File: src/rtl/cmp_cell_pkg.sv
package cmp_cell_pkg;

    typedef enum logic [1:0] {
        REQ_OFF  = 2'b00,
        REQ_CMP  = 2'b01,
        REQ_COPY = 2'b10,
        REQ_RSV  = 2'b11
    } req_sel_e;

    // Writable control bits, MSB first: bit 7 down to bit 0
    typedef struct packed {
        logic     lvl;   // bit 7: stored level-mode flag
        logic     en;    // bit 6: cell enable
        logic     fed;   // bit 5: copy on falling edge
        logic     red;   // bit 4: copy on rising edge
        req_sel_e ren;   // bits 3:2: request select
        logic     osm;   // bit 1: one-shot copy
        logic     brm;   // bit 0: reversed compare
    } ctrl_t;

    localparam int CTRL_BITS = $bits(ctrl_t);
    localparam int OUT_BIT   = 8;

    localparam logic [1:0] A_CTRL = 2'd0;
    localparam logic [1:0] A_CMP  = 2'd1;
    localparam logic [1:0] A_SHD  = 2'd2;

    function automatic logic req_fire(req_sel_e sel, logic hit, logic copy);
        case (sel)
            REQ_CMP:  return hit;
            REQ_COPY: return copy;
            default:  return 1'b0;
        endcase
    endfunction

endpackage

File: src/rtl/cmp_cell_edge.sv
module cmp_cell_edge #(
    parameter int SYNC_STAGES = 2
) (
    input  logic clk,
    input  logic rst,
    input  logic line_in,
    output logic rise,
    output logic fall
);
    logic [SYNC_STAGES-1:0] sync_q;
    logic                   prev_q;

    always_ff @(posedge clk) begin
        if (rst) begin
            sync_q <= '0;
            prev_q <= 1'b0;
        end else begin
            sync_q <= {sync_q[SYNC_STAGES-2:0], line_in};
            prev_q <= sync_q[SYNC_STAGES-1];
        end
    end

    assign rise = sync_q[SYNC_STAGES-1] & ~prev_q;
    assign fall = ~sync_q[SYNC_STAGES-1] & prev_q;
endmodule

File: src/rtl/cmp_cell_match.sv
module cmp_cell_match #(
    parameter int TW = 8
) (
    input  logic          clk,
    input  logic          rst,
    input  logic [TW-1:0] bus,
    input  logic [TW-1:0] cmp_q,
    input  logic          brm,
    input  logic          en,
    output logic          hit,
    output logic          evt
);
    logic [TW-1:0] bus_rev;
    logic [TW-1:0] bus_sel;

    for (genvar i = 0; i < TW; i++) begin : g_rev
        assign bus_rev[i] = bus[TW-1-i];
    end

    assign bus_sel = brm ? bus_rev : bus;
    assign hit     = en && (bus_sel == cmp_q);

    always_ff @(posedge clk) begin
        if (rst) evt <= 1'b0;
        else     evt <= hit;
    end
endmodule

File: src/rtl/cmp_cell_regs.sv
module cmp_cell_regs
    import cmp_cell_pkg::*;
#(
    parameter int TW = 8,
    parameter int DW = 32
) (
    input  logic          clk,
    input  logic          rst,
    input  logic          we,
    input  logic [1:0]    addr,
    input  logic [DW-1:0] wdata,
    output logic [DW-1:0] rdata,
    input  logic          rise,
    input  logic          fall,
    input  logic          hit,
    output ctrl_t         ctrl_q,
    output logic [TW-1:0] cmp_q,
    output logic [TW-1:0] shd_q,
    output logic          armed_q,
    output logic          out_q,
    output logic          copy_now,
    output logic          copy_evt
);
    logic edge_ok;

    assign edge_ok  = (ctrl_q.red & rise) | (ctrl_q.fed & fall);
    assign copy_now = edge_ok & (~ctrl_q.osm | armed_q);

    always_ff @(posedge clk) begin
        if (rst) begin
            ctrl_q   <= '0;
            cmp_q    <= '0;
            shd_q    <= '0;
            armed_q  <= 1'b1;
            out_q    <= 1'b0;
            copy_evt <= 1'b0;
        end else begin
            copy_evt <= copy_now;
            if (hit) out_q <= ~out_q;
            if (copy_now) begin
                cmp_q <= shd_q;
                if (ctrl_q.osm) armed_q <= 1'b0;
            end
            if (we) begin
                case (addr)
                    A_CTRL: begin
                        ctrl_q  <= ctrl_t'(wdata[CTRL_BITS-1:0]);
                        armed_q <= 1'b1;
                    end
                    A_CMP: cmp_q <= wdata[TW-1:0];
                    A_SHD: begin
                        shd_q   <= wdata[TW-1:0];
                        armed_q <= 1'b1;
                    end
                    default: ;
                endcase
            end
        end
    end

    always_comb begin
        rdata = '0;
        case (addr)
            A_CTRL: begin
                rdata[CTRL_BITS-1:0] = ctrl_q;
                rdata[OUT_BIT]       = out_q;
            end
            A_CMP:   rdata[TW-1:0] = cmp_q;
            A_SHD:   rdata[TW-1:0] = shd_q;
            default: rdata = '0;
        endcase
    end
endmodule

File: src/rtl/cmp_shadow_cell.sv
module cmp_shadow_cell
    import cmp_cell_pkg::*;
#(
    parameter int TW = 8,
    parameter int DW = 32
) (
    input  logic          clk,
    input  logic          rst,
    input  logic [TW-1:0] tmr_bus,
    input  logic          line_in,
    input  logic          reg_we,
    input  logic [1:0]    reg_addr,
    input  logic [DW-1:0] reg_wdata,
    output logic [DW-1:0] reg_rdata,
    output logic          cmp_evt,
    output logic          copy_evt,
    output logic          srq
);
    ctrl_t         ctrl_q;
    logic [TW-1:0] cmp_q;
    logic [TW-1:0] shd_q;
    logic          armed_q;
    logic          out_q;
    logic          rise;
    logic          fall;
    logic          hit;
    logic          copy_now;

    cmp_cell_edge #(.SYNC_STAGES(2)) u_edge (
        .clk(clk), .rst(rst), .line_in(line_in), .rise(rise), .fall(fall)
    );

    cmp_cell_match #(.TW(TW)) u_match (
        .clk(clk), .rst(rst), .bus(tmr_bus), .cmp_q(cmp_q),
        .brm(ctrl_q.brm), .en(ctrl_q.en), .hit(hit), .evt(cmp_evt)
    );

    cmp_cell_regs #(.TW(TW), .DW(DW)) u_regs (
        .clk(clk), .rst(rst), .we(reg_we), .addr(reg_addr),
        .wdata(reg_wdata), .rdata(reg_rdata), .rise(rise), .fall(fall),
        .hit(hit), .ctrl_q(ctrl_q), .cmp_q(cmp_q), .shd_q(shd_q),
        .armed_q(armed_q), .out_q(out_q), .copy_now(copy_now),
        .copy_evt(copy_evt)
    );

    always_ff @(posedge clk) begin
        if (rst) srq <= 1'b0;
        else     srq <= req_fire(ctrl_q.ren, hit, copy_now);
    end
endmodule

File: config.mk
export PLATFORM = sky130hd
export DESIGN_NAME = cmp_shadow_cell
export DESIGN_NICKNAME = d
export VERILOG_FILES = /design/src/rtl/cmp_cell_pkg.sv /design/src/rtl/cmp_cell_edge.sv /design/src/rtl/cmp_cell_match.sv /design/src/rtl/cmp_cell_regs.sv /design/src/rtl/cmp_shadow_cell.sv
export SDC_FILE = /design/constraint.sdc
export NUM_CORES = 1
export LEC_CHECK = 0
export ABC_AREA = 1
export BUFFER_PORTS_ARGS = -buffer_cell sky130_fd_sc_hd__buf_2
export CAP_MARGIN = 10
export CORE_MARGIN = 3
export CORE_UTILIZATION = 51
export CTS_CLUSTER_SIZE = 14
export DETAILED_ROUTE_END_ITERATION = 16
export PLACE_DENSITY = 0.85
export SYNTH_ARGS = -nofsm -noshare
export SYNTH_HDL_FRONTEND = slang
export SYNTH_SLANG_ARGS = --single-unit
File: constraint.sdc
create_clock -name clk -period 1.9 [get_ports clk]
set_input_delay 0.095 -clock clk [delete_from_list [all_inputs] [get_ports clk]]
set_output_delay 0.095 -clock clk [all_outputs]
set_load 0.05 [all_outputs]
==> results of run 1 <==
-- power by group through the flow --
stage	clock (mW)	combinational, mW	sequential, mW
floorplan	0	0.322	0.731
global route	0.520	0.388	0.724
detailed placement	0	0.352	0.735
CTS	0.491	0.353	0.720
finish	0.483	0.354	0.721
global placement	0	0.346	0.734
-- routing by layer --
metal / track usage (%) / up-vias
li1: - / 896
met1: 25.6 / 751
met2: 29.1 / 67
met3: 4.99 / 9
met4: 7.34 / 0
met5: 0 / -
-- per-stage QoR --
step                      hold slack [ns]  total power, mW
after global placement              0.294             1.08
after floorplan                     0.202             1.05
after detailed placement            0.303             1.09
after CTS                         0.00506             1.56
final                              0.0131             1.56
after global routing               0.0211             1.63
-- cells by family after synthesis --
logic type	after synthesis	synth area share, %
flops	32	33.5
other cells	1	0.196
fa+ha+maj	2	1.31
simple gates	83	20.7
buf+inv	82	21.7
compound gates	74	22.5
-- layout by cell type (no fill, tap or decap), drive strengths merged --
master and count:
o211ai 4, inv 51, or2 1, ha 2, dfxtp 32, clkinv 2
a21oi 27, buf 34, nand2 57, clkbuf 6, nor2 13, o21bai 1
conb 23, o221ai 7, o21ai 35, nand3 12
-- critical path: stages, from the launching register on --
cell	delay, ns
dfxtp_1	0.43
buf_4	0.22
nand2_1	0.09
nand3_1	0.09
nand3_1	0.15
nor2_4	0.18
nand3_1	0.09
nand2_1	0.06
nor2_1	0.04
-- flip-flops by register name, indices dropped and copies added (netlist names), 2 cells and up --
name,flops
u_regs.ctrl_q,8
u_regs.cmp_q,8
u_regs.shd_q,8
u_edge.sync_q,2
-- area by class of cell --
cell class                 instances  area (um^2)
tap                               46         57.6
timing repair buffer              34          173
multi-input combinational        182          938
fill                             341         1390
clock buffer                       6         72.6
inverter                          52          195
sequential                        32          641
clock inverter                     1         5.00
-- path summary, 6_finish.rpt --
kind,cells after the start,end,start
min reg2reg,2,u_edge.sync_q[1],u_edge.sync_q[0]
max reg2reg,8,u_regs.out_q,u_regs.ctrl_q[0]
min,3,u_edge.sync_q[0],line_in
max,8,u_regs.out_q,u_regs.ctrl_q[0]
==> reports/metrics.yaml, run 1 <==
end_kind: "flop"
syn_area_um2: 1910
avgSynthCellArea_um2: 6.98
synth_edf_count: 0
dpl_cell_area_um2: 2000
dpl.hpwl_mm: 3.00
die_w_um: 67.2
routedWlPerCell_um: 11.6
cts.htree.levels: 2
ys.flop_type: "dfxtp_1"
drt_iter0_markers: 81
synthMostInstantiatedCell: "inv_1"
grtUsageTotal_pct: 19.0
area_growth_pct: 8.90
wl_mm: 4.09
crit_required_ns: 2.08
die_y_um: 67.2
ctsHoldBuffers: 0
synthArstFlopShare_pct: 0
startpoint_type: "flop"
synth_top_area_share_pct: 33.5
post_cts_resized: 0
synthCells: 274
dr.pass1.iters: 4
start_util_pct: 55.1
vias: 1723
grt_pass1_wl_mm: 6.41
fmax_mhz: 685
p_clk_share_pct: 31.0
combinationalPowerShare_pct: 22.7
top_layer: "met4"
min_path_type: "in -> reg"
portBuffers: 33
gp_congestion: 0.856
fin_crit_ns: 1.46
postLayoutCoreUtil_pct: 60.0
yosysTopAreaCell: "dfxtp_1"
rrSetupSlack_ns: 0.44
vdd_drop_max_uv: 455
rows: 21
final_max_slew_viol_count: 0
io_pins: 81
post_cts.repair.setup_buffers: 0
tritoncts: "yes"
tightestPinTransition_ns: 0.557
switchingPower_uw: 527
routed_via_density: 4.88
setup_tns_ns: 0
wl_met3_um: 363
pre_cts_ws_ns: 0.462
final_hold_viol_count: 0
core_area_um2: 3470
p_leak_nw: 1.02
drc: 0
drive_above_1_share_pct: 20.8
setup_ws_ns: 0.440
clock-root-buffer: "clkbuf_8"
p_seq_share_pct: 46.3
dieArea_um2: 4520
dp.cells: 346
worstPathMaxFanout: 8
nNetsFinal: 355
antenna_found_initial: 0
wl_met2_mm: 1.81
overflow: 0
slew-limit-headroom_pct: 62.9
ys_types: 27
grt_max_degree: 20
ys_top_cells_by_area: "dfxtp_1, inv_1, buf_4, nand2_1, a21oi_1"
maxCapViolations: 0
grt_pass1_vias: 1409
drtAntennaViolNets: 0
worstSkewPairLatency_ns: 0.28
ys_seq_elements: 32
period_share_pct: 76.8
design_area_um2: 2080
cts_buffers: 5
yosysWarnings: 0
antenna_cells: 0
setup_viol: 0
worstPathArrival_ns: 1.64
cts.path.max_buffers: 2
rsz0062_at_grt: "false"
yosysSeqAreaShare_pct: 33.5
status: "finished, final reports clean"
fin_skew_ns: 0.00708
pwr_density_cell_nw_per_um2: 748
clock-sinks: 32
final_cells: 353
ys_top_cells_by_count: "inv_1, nand2_1, dfxtp_1"
p_int_mw: 1.03
wl_met1_mm: 1.84
clk_pin_slew_ns: 0.06
p_sw_share_pct: 33.8
path_class: "reg -> reg"
No activity file was read; power rests on OpenSTA's default activity.
==> run 2: changes to the inputs <==
- CORE_UTILIZATION: 51 -> 48
- PLACE_DENSITY: 0.85 -> 0.8
- clock period: 1.9 -> 1.5 ns (I/O delays scaled with it)
==> run 2 against run 1 <==
- sequential power grew 27%
- routed wire length grew 5.0%
- sequential share of layout area decreased by 0.88 points
- non-clock buffer count is 5 higher
- utilization is 2.8 points lower
- maximum frequency rose by 4.9%
- total power up 34%
- combinational power increased by 30%
- clock power rose by 48%
- design area grew 2.9%
- cell count is 2.0% higher
- register-to-register slack got worse by 0.33 ns
- critical path type unchanged
- critical endpoint is now u_regs.cmp_q[4]
- highest routed layer unchanged
==> reports/metrics.yaml, run 2 (same netlist as run 1, synthesis figures left out) <==
layout_commonest_cell: "inv_1"
start_util_pct: 51.1  # -4.1 points
cp_cell_sequence: "inv_1 -> o21bai_1 -> o211ai_4 -> nand2_1 -> o21ai_1 -> o21ai_0 -> inv_1"
crit_path_frequent_cell: "inv_1"
rsz0062_at_grt: "false"
end_kind: "flop"
worstSkewPairLatency_ns: 0.28  # about the same
routed_via_density: 4.85  # -0.69%
design_area_um2: 2140  # +2.9%
grt_pass1_wl_mm: 6.78  # +5.8%
area_growth_pct: 12.1
min_path_type: "in -> reg"
p_leak_nw: 1.05  # +3.3%
final_hold_viol_count: 0  # unchanged
reg.largest.list: "u_regs.cmp_q (8), u_regs.ctrl_q (8), u_regs.shd_q (8)"
grtUsageTotal_pct: 17.8  # -1.2 points
setup_viol: 0  # unchanged
die_y_um: 69.1  # +2.8%
pre_cts_ws_ns: 0.138  # -0.324 ns
drtAntennaViolNets: 0  # unchanged
setup_ws_ns: 0.108  # -0.332 ns
grt_max_degree: 20  # unchanged
final_cell_mix: "inv_1, nand2_1, buf_2, dfxtp_1"
tightestPinTransition_ns: 0.549  # -0.00778 ns
die_w_um: 69.1  # +2.8%
worstPathArrival_ns: 1.57  # -0.07 ns
cts_buffers: 5  # unchanged
io_pins: 81  # unchanged
switchingPower_uw: 682  # +29%
cts.path.max_buffers: 2  # unchanged
nNetsFinal: 360  # +1.4%
tritoncts: "yes"
slowest_delay_ns: 0.33  # -0.10 ns
dieArea_um2: 4780  # +5.7%
gp_congestion: 0.870  # +1.6%
crit_required_ns: 1.68  # -0.40 ns
p_sw_share_pct: 32.6  # -1.2 points
setup_tns_ns: 0  # unchanged
dpl.hpwl_mm: 3.17  # +5.8%
p_clk_share_pct: 34.2  # +3.2 points
antenna_cells: 0  # unchanged
drive_above_1_share_pct: 22.1  # +1.3 points
antenna_found_initial: 0  # unchanged
wl_mm: 4.30  # +5.0%
maxCapViolations: 0  # unchanged
final_max_slew_viol_count: 0  # unchanged
hold_slack_ns: 0.0584  # +0.0453 ns
vdd_drop_max_uv: 547  # +20%
path_class: "reg -> reg"
core_area_um2: 3740  # +7.9%
period_share_pct: 92.8  # +16 points
fin_skew_ns: 0.00331  # -0.00376 ns
clk_pin_slew_ns: 0.06  # about the same
rows: 22  # +4.8%
fmax_mhz: 718  # +4.9%
routedWlPerCell_um: 11.9  # +2.9%
drt_iter0_markers: 103  # +27%
startpoint_type: "flop"
combinationalPowerShare_pct: 22.1  # -0.6 points
vias: 1745  # +1.3%
clock-sinks: 32  # unchanged
post_cts.repair.setup_buffers: 0  # unchanged
pwr_density_cell_nw_per_um2: 975  # +30%
clock-root-buffer: "clkbuf_8"
dpl_cell_area_um2: 2040  # +1.6%
fin_crit_ns: 1.39  # -0.0677 ns
p_seq_share_pct: 43.7  # -2.6 points
p_int_mw: 1.41  # +37%
overflow: 0  # unchanged
dr.pass1.iters: 7  # +3
grt_pass1_vias: 1494  # +6.0%
worstPathMaxFanout: 19  # +11
portBuffers: 33  # unchanged
slew-limit-headroom_pct: 63.2  # +0.38 points
status: "finished, final reports clean"
drc: 0  # unchanged
cts.htree.levels: 2  # unchanged
crit_slowest_cell: "dfxtp_1"
==> run 2: cell count changes in the layout (fill, tap and decap cells not counted), sizes merged <==
cell and change:
clkbuf +1, dlygate4sd3 +1, buf +4, clkinv -1
==> run 2: worst paths after layout <==
check | slack (ns) | to | from | cells after the start
min reg2reg | 0.42 | u_edge.sync_q[1] | u_edge.sync_q[0] | 2
max reg2reg | 0.11 | u_regs.cmp_q[4] | u_regs.ctrl_q[4] | 7
max | 0.11 | u_regs.cmp_q[4] | u_regs.ctrl_q[4] | 7
min | 0.06 | u_regs.ctrl_q[3] | reg_wdata[3] | 3
==> run 2: metal layers <==
metal / up-vias / part of all wire [%] / track usage (%)
met3: 5 / 8.4 / 4.81
met2: 70 / 46 / 28.3
met5: - / 0 / 0
met1: 771 / 44 / 23.3
met4: 0 / 1.2 / 5.86
li1: 899 / - / -
==> run 2: power groups by stage <==
stage	sequential [mW]	clock, mW	combinational (mW)
floorplan	0.926	0	0.408
finish	0.913	0.715	0.461
detailed placement	0.931	0	0.456
global route	0.916	0.762	0.505
global placement	0.929	0	0.448
CTS	0.912	0.729	0.460
==> run 2: cell type report <==
type | instances | area, um^2
Clock buffer | 7 | 96.3
Fill cell | 371 | 1600
Multi-Input combinational cell | 182 | 938
Inverter | 52 | 195
Sequential cell | 32 | 641
Tap cell | 48 | 60.1
Timing Repair Buffer | 39 | 213
==> run 2: critical path, delay by kind of cell, from the launching register on <==
kind	cells	cell delay [ns]
AND/OR/NAND/NOR	1	0.11
flip-flops	1	0.33
buffers and inverters	2	0.11
AO/OA/AOI/OAI	4	0.73
==> run 2: through the flow <==
| step | utilization (%) | std cells | total power, mW |
|---|---|---|---|
| after detailed placement | 54.4 | 352 | 1.39 |
| after floorplan | - | 296 | 1.33 |
| after CTS | 57.3 | 360 | 2.10 |
| after global routing | 57.3 | 360 | 2.18 |
| final | 57.3 | 360 | 2.09 |
| after global placement | 54.4 | 352 | 1.38 |
==> run 2: timing repair <==
item,CTS,global route
gates resized for setup,0,0
hold buffers,1,0
endpoints found under the hold margin,1,0
==> run 3: changes to the inputs <==
- ABC_AREA: 1 -> not set
- CORE_UTILIZATION: 48 -> 47
==> run 3 against run 2 <==
- the flow now finishes with violations (setup timing)
- sequential share of layout area decreased by 0.37 points
- count of clock-buffer cells in the layout decreased by 1
- first-iteration DRC count decreased by 51%
==> reports/metrics.yaml, run 3 <==
io_pins: 81  # unchanged
dr.pass1.iters: 4  # -3
clock-sinks: 32  # unchanged
synth_edf_count: 0  # unchanged
ys_top_cells_by_area: "dfxtp_1, mux2i_1, buf_4, nand2_1, nor2_1"
clk_pin_slew_ns: 0.07  # about the same
rows: 21  # -4.5%
dpl.hpwl_mm: 2.97  # -6.4%
reg2reg_to: "u_regs.out_q"
grt_pass1_wl_mm: 6.48  # -4.5%
pre_cts_ws_ns: -0.203  # -0.341 ns
layout_commonest_cell: "buf_2"
die_y_um: 68.0  # -1.6%
crit_required_ns: 1.67  # about the same
avgSynthCellArea_um2: 8.53  # +22%
setup_ws_ns: -0.166  # -0.274 ns
ys_top_cells_by_count: "dfxtp_1, mux2i_1, buf_4"
cts.htree.levels: 2  # unchanged
gp_congestion: 0.864  # -0.70%
status: "finished, violations left"
drc: 0  # unchanged
grt_max_degree: 26  # +30%
yosysSeqAreaShare_pct: 35.4  # +1.9 points
grtUsageTotal_pct: 19.3  # +1.5 points
yosysWarnings: 0  # unchanged
yosysTopAreaCell: "dfxtp_1"
postLayoutCoreUtil_pct: 62.5  # +5.2 points
ys_types: 34  # +26%
start_util_pct: 51.4  # +0.28 points
period_share_pct: 111  # +18 points
worstPathMaxFanout: 6  # -13
final_cell_mix: "buf_2, dfxtp_1, mux2i_1, conb_1, nand2_1"
final_hold_viol_count: 0  # unchanged
final_max_slew_viol_count: 0  # unchanged
cts.path.max_buffers: 2  # unchanged
drive_above_1_share_pct: 28.1  # +6.0 points
synthArstFlopShare_pct: 0  # unchanged
path_class: "reg -> reg"
cp.depth: 6  # -1
r2r_cells: 6  # -1
area_growth_pct: 21.7
setup_viol: 4  # +4
clock-root-buffer: "clkbuf_8"
critPathLaunch: "u_regs.ctrl_q[0]"
synth_top_area_share_pct: 35.4  # +1.9 points
maxCapViolations: 0  # unchanged
worstPathArrival_ns: 1.84  # +0.27 ns
antenna_found_initial: 0  # unchanged
die_w_um: 68.0  # -1.6%
ys_seq_elements: 32  # unchanged
portBuffers: 33  # unchanged
vdd_drop_max_uv: 704  # +29%
ys.flop_type: "dfxtp_1"
crit_buf_inv: 1  # -1
wl_mm: 4.20  # -2.3%
tritoncts: "yes"
core_area_um2: 3520  # -5.9%
cp_cell_sequence: "buf_6 -> mux2i_2 -> xor2_1 -> nand4_1 -> nor3_2 -> mux2_1"
fmax_mhz: 600  # -16%
rsz0062_at_grt: "true"
min_path_type: "in -> reg"
synthMostInstantiatedCell: "dfxtp_1"
fin_crit_ns: 1.67  # +0.274 ns
synthCells: 212  # -23%
worstSetupEndpoint: "u_regs.out_q"
violations: "setup timing"
pwr_density_cell_nw_per_um2: 966  # -0.92%
overflow: 0  # unchanged
fin_skew_ns: 0.00655  # +0.00323 ns
r2r_start: "u_regs.ctrl_q[0]"
syn_area_um2: 1810  # -5.4%
drt_iter0_markers: 50  # -51%
startpoint_type: "flop"
worstSkewPairLatency_ns: 0.29  # about the same
routed_via_density: 5.11  # +5.5%
p_leak_nw: 0.951  # -9.8%
reg.largest.list: "u_regs.cmp_q (8), u_regs.ctrl_q (8), u_regs.shd_q (8)"
cts_buffers: 5  # unchanged
drtAntennaViolNets: 0  # unchanged
crit_family: "multiplexers"
routedWlPerCell_um: 13.7  # +15%
dieArea_um2: 4630  # -3.1%
crit_slowest_cell: "dfxtp_4"
end_kind: "flop"
antenna_cells: 0  # unchanged
vias: 1565  # -10%
grt_pass1_vias: 1350  # -9.6%
slowest_delay_ns: 0.41  # +0.08 ns
nNetsFinal: 307  # -15%
rrSetupSlack_ns: -0.17  # -0.27 ns
run 3: cell count changes in the layout (fill, tap and decap cells not counted), sizes merged, moves of 4 or more:
cell and delta:
o211ai -4, buf +15, o21ai -25, a21oi -16, o221ai -7, inv -47, nor2 +7, nand2 -36
nor2b +6, a211oi +8, xor2 +6, mux2i +28
run 3: area by class of cell:
cell class / instances / area [um^2]
clock buffers: 6 / 72.6
clock inverters: 2 / 35.0
fillers: 329 / 1320
inverters: 4 / 15.0
multi-input cells: 162 / 1030
flip-flops and latches: 32 / 649
well taps: 46 / 57.6
repair buffers: 54 / 339
run 3: worst min path at each step:
stage	startpoint	to	cells past startpoint
2_1_floorplan	line_in	u_edge.sync_q[0]	1
3_3_place_gp	line_in	u_edge.sync_q[0]	2
3_5_place_dp	line_in	u_edge.sync_q[0]	2
4_1_cts	reg_wdata[5]	u_regs.shd_q[5]	3
5_1_grt	reg_wdata[0]	u_regs.ctrl_q[0]	3
6_report	reg_wdata[6]	u_regs.shd_q[6]	3
run 3: tightest hold or removal path, cell delays in order:
cell     delay [ns]
buf_2          0.12
nand3_1        0.06
a21oi_1        0.05
run 3: per-stage QoR:
step	power [mW]	hold slack [ns]	instance area, um^2	instances	TNS [ns]
final	2.12	0.0598	2200	306	-0.343
after global routing	2.22	0.0624	2200	306	-0.675
after CTS	2.13	0.0490	2140	303	-0.141
after detailed placement	1.31	0.296	2010	293	-0.282
after global placement	1.31	0.289	2010	293	-0.159
after floorplan	1.26	0.203	1910	234	-0.0519
run 3: what timing repair did:
action                                 CTS  global route
setup endpoints to repair                3            11
gates resized for setup                  2            13
pin swaps                                6             6
endpoints found under the hold margin    1             0
setup buffers                            2             3
hold buffers                             1             0
cloned                                   0             0
run 3: report_power, final:
group / switching (mW) / internal (mW)
registers: 0.0304 / 0.878
clock network: 0.317 / 0.492
logic: 0.286 / 0.120
total: 0.634 / 1.49
run 3: cells by family after synthesis:
logic type                 count (synthesis)  synth area share (%)
DFF                                       32                  35.4
xor gates and xnor gates                   6                  2.91
adders and majority gates                  2                  1.38
AOI/OAI and AO/OA                         33                  11.5
other                                      1                 0.207
buffers and inverters                     40                  13.4
muxes                                     29                  16.1
and+or+nand+nor                           69                  19.0
run 3: per-layer routing:
layer | track usage [%] | wire length (um)
met5 | 0 | 0
met4 | 10.7 | 116
met3 | 6.24 | 279
met2 | 26.6 | 1880
met1 | 26.3 | 1930
